<file path="src/rtl/ofs_prog_pkg.sv">
package ofs_prog_pkg;

  typedef enum logic [1:0] {
    SEL_LOAD  = 2'b00,
    SEL_DEF8  = 2'b01,
    SEL_DEF16 = 2'b10,
    SEL_DEF64 = 2'b11
  } selCode_t;

  // Strobes from control to datapath
  typedef struct packed {
    logic     init;
    selCode_t initSel;
    logic     capAe;
    logic     capAf;
    logic     shift;
  } strobe_t;

  function automatic int unsigned defaultOffset(selCode_t s);
    case (s)
      SEL_DEF8:  return 8;
      SEL_DEF16: return 16;
      SEL_DEF64: return 64;
      default:   return 0;
    endcase
  endfunction

endpackage

</file>
<file path="src/rtl/ofs_prog_ctrl.sv">
module ofs_prog_ctrl
  import ofs_prog_pkg::*;
#(
  parameter int OFFS_W = 8
) (
  input  logic       clk,
  input  logic       rstFull,
  input  logic       rstPart,
  input  logic [1:0] selStrap,
  input  logic       serSel,
  input  logic       loadWr,
  input  logic       serEn,
  output strobe_t    strb,
  output logic       progDone
);

  localparam int TOTAL_BITS = 2 * OFFS_W;
  localparam int CNT_W      = $clog2(TOTAL_BITS);
  localparam logic [CNT_W-1:0] LAST_BIT = CNT_W'(TOTAL_BITS - 1);
  localparam logic [CNT_W-1:0] ONE      = CNT_W'(1);

  logic             cfgLoad;
  logic             cfgSerial;
  logic             doneQ;
  logic [CNT_W-1:0] cnt;
  logic             active;
  logic             parWr;
  logic             serWr;

  // Loading is allowed only in load mode, before completion, outside both resets
  assign active = cfgLoad && !doneQ && !rstPart && !rstFull;
  assign parWr  = active && !cfgSerial && loadWr;
  assign serWr  = active &&  cfgSerial && serEn;

  always_ff @(posedge clk) begin
    if (rstFull) begin
      cfgLoad   <= (selStrap == SEL_LOAD);
      cfgSerial <= serSel;
      cnt       <= '0;
      doneQ     <= (selStrap != SEL_LOAD);
    end else if (parWr || serWr) begin
      cnt <= cnt + ONE;
      if ((parWr && cnt == ONE) || (serWr && cnt == LAST_BIT)) begin
        doneQ <= 1'b1;
      end
    end
  end

  always_comb begin
    strb.init    = rstFull;
    strb.initSel = selCode_t'(selStrap);
    strb.capAe   = parWr && (cnt == '0);
    strb.capAf   = parWr && (cnt == ONE);
    strb.shift   = serWr;
  end

  assign progDone = doneQ;

endmodule

</file>
<file path="src/rtl/ofs_prog_dp.sv">
module ofs_prog_dp
  import ofs_prog_pkg::*;
#(
  parameter int OFFS_W = 8
) (
  input  logic              clk,
  input  strobe_t           strb,
  input  logic [OFFS_W-1:0] loadData,
  input  logic              serBit,
  output logic [OFFS_W-1:0] aeOffset,
  output logic [OFFS_W-1:0] afOffset
);

  localparam int WORD_W = 2 * OFFS_W;

  // Low half holds almost-empty, high half holds almost-full
  logic [WORD_W-1:0] offsWord;
  logic [OFFS_W-1:0] initVal;

  assign initVal = OFFS_W'(defaultOffset(strb.initSel));

  always_ff @(posedge clk) begin
    if (strb.init) begin
      offsWord <= {initVal, initVal};
    end else if (strb.capAe) begin
      offsWord[OFFS_W-1:0] <= loadData;
    end else if (strb.capAf) begin
      offsWord[WORD_W-1:OFFS_W] <= loadData;
    end else if (strb.shift) begin
      // New bit enters at the top; after WORD_W shifts the first bit sits at bit 0
      offsWord <= {serBit, offsWord[WORD_W-1:1]};
    end
  end

  assign aeOffset = offsWord[OFFS_W-1:0];
  assign afOffset = offsWord[WORD_W-1:OFFS_W];

endmodule

</file>
<file path="src/rtl/ofs_prog_unit.sv">
module ofs_prog_unit
  import ofs_prog_pkg::*;
#(
  parameter int OFFS_W = 8
) (
  input  logic              clk,
  input  logic              rstFull,
  input  logic              rstPart,
  input  logic [1:0]        selStrap,
  input  logic              serSel,
  input  logic              loadWr,
  input  logic [OFFS_W-1:0] loadData,
  input  logic              serEn,
  input  logic              serBit,
  output logic [OFFS_W-1:0] aeOffset,
  output logic [OFFS_W-1:0] afOffset,
  output logic              progDone
);

  strobe_t strb;

  ofs_prog_ctrl #(.OFFS_W(OFFS_W)) u_ctrl (
    .clk      (clk),
    .rstFull  (rstFull),
    .rstPart  (rstPart),
    .selStrap (selStrap),
    .serSel   (serSel),
    .loadWr   (loadWr),
    .serEn    (serEn),
    .strb     (strb),
    .progDone (progDone)
  );

  ofs_prog_dp #(.OFFS_W(OFFS_W)) u_dp (
    .clk      (clk),
    .strb     (strb),
    .loadData (loadData),
    .serBit   (serBit),
    .aeOffset (aeOffset),
    .afOffset (afOffset)
  );

endmodule

</file>
<file path="config.mk">
export PLATFORM = sky130hd
export DESIGN_NAME = ofs_prog_unit
export DESIGN_NICKNAME = d
export VERILOG_FILES = /design/src/rtl/ofs_prog_pkg.sv /design/src/rtl/ofs_prog_ctrl.sv /design/src/rtl/ofs_prog_dp.sv /design/src/rtl/ofs_prog_unit.sv
export SDC_FILE = /design/constraint.sdc
export NUM_CORES = 1
export LEC_CHECK = 0
export ABC_AREA = 0
export ABC_CLOCK_PERIOD_IN_PS = 2800
export BUFFER_PORTS_ARGS = -buffer_cell sky130_fd_sc_hd__buf_2
export CORE_MARGIN = 4
export CORE_UTILIZATION = 52
export DETAILED_ROUTE_END_ITERATION = 10
export GPL_TIMING_DRIVEN = 0
export PLACE_DENSITY_LB_ADDON = 0.2
export SYNTH_ARGS = -nofsm -noshare
export SYNTH_HDL_FRONTEND = slang
export SYNTH_SLANG_ARGS = --single-unit
</file>
<file path="constraint.sdc">
create_clock -name clk -period 2.8 [get_ports clk]
set_input_delay 0.56 -clock clk [delete_from_list [all_inputs] [get_ports clk]]
set_output_delay 0.56 -clock clk [all_outputs]
set_load 0.02 [all_outputs]
</file>
==> flow_summary.ini <==
[cells_and_area]
seq_area_sq_um = 651
final_cells = 177
nNetsFinal = 170
fillers = 185
layout-drive-gt1-share_pct = 36.2
area_growth_pct = 17.8
diodes = 0
post-route-util_pct = 66.8
multiInputGateArea_sq_um = 597
fin_area_sq_mm = 0.00153

[setup_path]
cp-start-kind = flip-flop
max_stage_delay_ns = 0.68
reg2regPathDepth = 3
crit_buf_inv = 0
worst-path-stages = 3
crit_required_ns = 2.78
cp.arrival_ns = 2.43
worst_path_max_delay_cell = nor4b_1
crit_fanout = 8
path_class = flip-flop to flip-flop
end_kind = flip-flop
crit_path_cell_trace = nor4b_1 -> nand3_1 -> a21boi_2
critPathTopFamily = simple AND/OR/NAND/NOR gates

[route]
num_vias = 1086
drt-vias-per-instance = 6.14
drtAntennaViolNets = 0
dr.pass1.iters = 4
wl_per_cell_microns = 17.3
remaining_drc_errors = 0
wirelength_microns = 3070
drt-initial-drc-count = 43

[power_and_ir_drop]
seqPwrFrac_pct = 58.7
ir_drop_mv = 0.363
switching_share_pct = 28.0
p_int_uw = 503
p_per_area_mw_per_mm2 = 455
p_leak_nw = 0.657
share_comb_of_total_power_pct = 18.5
p_switching_uw = 195
p_clk_share_pct = 22.8

[die]
dieWidth_microns = 58.1
die_area_sq_mm = 0.00337
fp-row-count = 17
initial_core_util_pct = 56.7
io_pins = 34
coreArea_sq_mm = 0.00230
die_h_microns = 58.1

[placement]
dp_hpwl_microns = 2280
dp.cells = 173
preCtsSetupSlack_ns = -0.396
place.gp.congestion = 0.804
io_buffers = 33
placed_cell_area_sq_mm = 0.00150

[clock_network]
cts_root_buf = clkbuf_4
htree_levels = 1
cts_tree = built
cts.sinks = 23
cts_made_buffers = 3
path_clk_slew_ns = 0.13
clock_latency_ns = 0.32
cts_buffer_depth = 2
cts_hold_buf = 0

[timing]
drv_slew = 0
tns_ns = 0
grt_setup_unrepaired = no
slew_headroom_pct = 48.9
clock_skew_ns = 0.00273
tightest_slew_ns = 0.756
fmaxAchievable_ghz = 0.408
setup_viol = 0
min_period_ns = 2.45
setup_ws_ns = 0.347
hold_viol_final = 0
fin_crit_sh_pct = 87.6

[synthesis]
synth_cell_types = 38
synthCells = 112
ys.warnings.count = 0
async_reset_ff_share_pct = 0
synth_top_area_share_pct = 43.8
avgSynthCellArea_sq_um = 11.6
ys_seq_elements = 23
yosys-top-cells-area = edfxtp_1, mux2_2, dfxtp_1, nand3_1, ha_1
synthesis.area_sq_mm = 0.00130
synth-seq-area-share_pct = 50.0
synth_edf_count = 19
synth_nets = 132
synth_flop_cell = edfxtp_1
synth_top_area_cell = edfxtp_1

[global_route]
grt_usage_pct = 19.5
grt_max_degree = 14
overflow = 0
grt_pass1_wl_microns = 4950
grt_pass1_vias = 1027
grt_antenna_before_repair = 0

[worst_hold_path]
hold_depth = 1
hold_class = input pin to flip-flop

[status]
status = finished, final reports clean

[run]
cap_viol_max_count = 0
==> sequential cells by signal, summed over array words and instances (netlist names) <==
signal,count
u_dp.offsWord,16
u_ctrl.progDone,1
u_ctrl.cnt,4
u_ctrl.cfgLoad,1
u_ctrl.cfgSerial,1
==> stage by stage <==
stage               hold WS (ns)  power, mW
global route               0.399      0.731
CTS                        0.402      0.703
detailed placement         0.517      0.545
global placement           0.497      0.542
finish                     0.408      0.698
floorplan                  0.469      0.496
==> power groups by stage <==
stage | combinational (mW) | clock (mW) | sequential, mW
after floorplan | 0.0570 | 0 | 0.439
after global placement | 0.125 | 0 | 0.417
after detailed placement | 0.128 | 0 | 0.417
after CTS | 0.129 | 0.165 | 0.410
after global routing | 0.140 | 0.178 | 0.413
final | 0.129 | 0.159 | 0.410
==> logic make-up (layout without fill, tap and decap cells) <==
| logic type | count (synthesis) | after routing | share of synthesized area [%] |
|---|---|---|---|
| AO/OA/AOI/OAI | 25 | 25 | 14.9 |
| adder cells (fa/ha/maj) | 3 | 3 | 2.88 |
| buffers and inverters | 11 | 48 | 4.51 |
| flip-flops | 23 | 23 | 50.0 |
| multiplexers | 10 | 10 | 8.45 |
| AND/OR/NAND/NOR | 40 | 40 | 19.3 |
==> final timing paths <==
kind / start / to / slack, ns
min reg2reg: u_ctrl.cnt[1] / u_ctrl.cnt[1] / 0.55
max reg2reg: u_ctrl.cfgSerial / u_dp.offsWord[12] / 0.35
max: u_ctrl.cfgSerial / u_dp.offsWord[12] / 0.35
min: serSel / u_ctrl.cfgSerial / 0.41
==> repair_timing <==
action                     4_1_cts  5_1_grt
setup endpoints to repair        8        8
buffers inserted                 0        0
gates resized for setup          1        1
==> synth_stat cells, drive strengths merged (2+ instances only) <==
library cell / number
or4b: 2
o211ai: 2
nor2: 2
dfxtp: 4
a21oi: 4
inv: 5
buf: 5
nand2: 7
nor3: 4
mux2: 8
o21ai: 2
nor2b: 5
and3: 2
edfxtp: 19
a31o: 3
nand4: 2
ha: 3
a311o: 3
nor4b: 2
o311a: 3
mux2i: 2
nand3: 9
and2b: 3
a31oi: 2
==> routing by layer <==
metal	vias up	GRT usage, %	share of wire [%]	wire length, microns
li1	514	-	-	-
met1	513	26.1	43	1320
met2	55	31.5	47	1440
met3	4	3.56	8.7	266
met4	0	6.95	1.1	34
met5	-	0	0	0
==> placed cells by master (no fill, tap or decap), drive strengths merged <==
cell     n
and2b    3
buf     38
o211a    1
nor2b    5
dfxtp    4
a31oi    2
ha       3
nand4    2
nand2    7
clkbuf   4
edfxtp  19
a31o     3
nor3     4
o311ai   1
a21boi   1
o31ai    1
a21oi    4
and3b    1
a311o    3
or4      1
o311a    3
a211o    1
mux2i    2
clkinv   1
mux2     8
nor4b    2
inv      5
and3     2
or4b     2
o21ai    2
a21o     1
o211ai   2
nor2     2
nand3    9
==> cell type report <==
cell class	count	share of cell area [%]
sequential	23	42.4
multi-input combinational	78	38.9
timing repair buffer	33	10.8
buffer	6	2.61
tap	28	2.28
clock buffer	3	1.47
inverter	5	1.22
clock inverter	1	0.326
(Power assumes the default switching activity.)
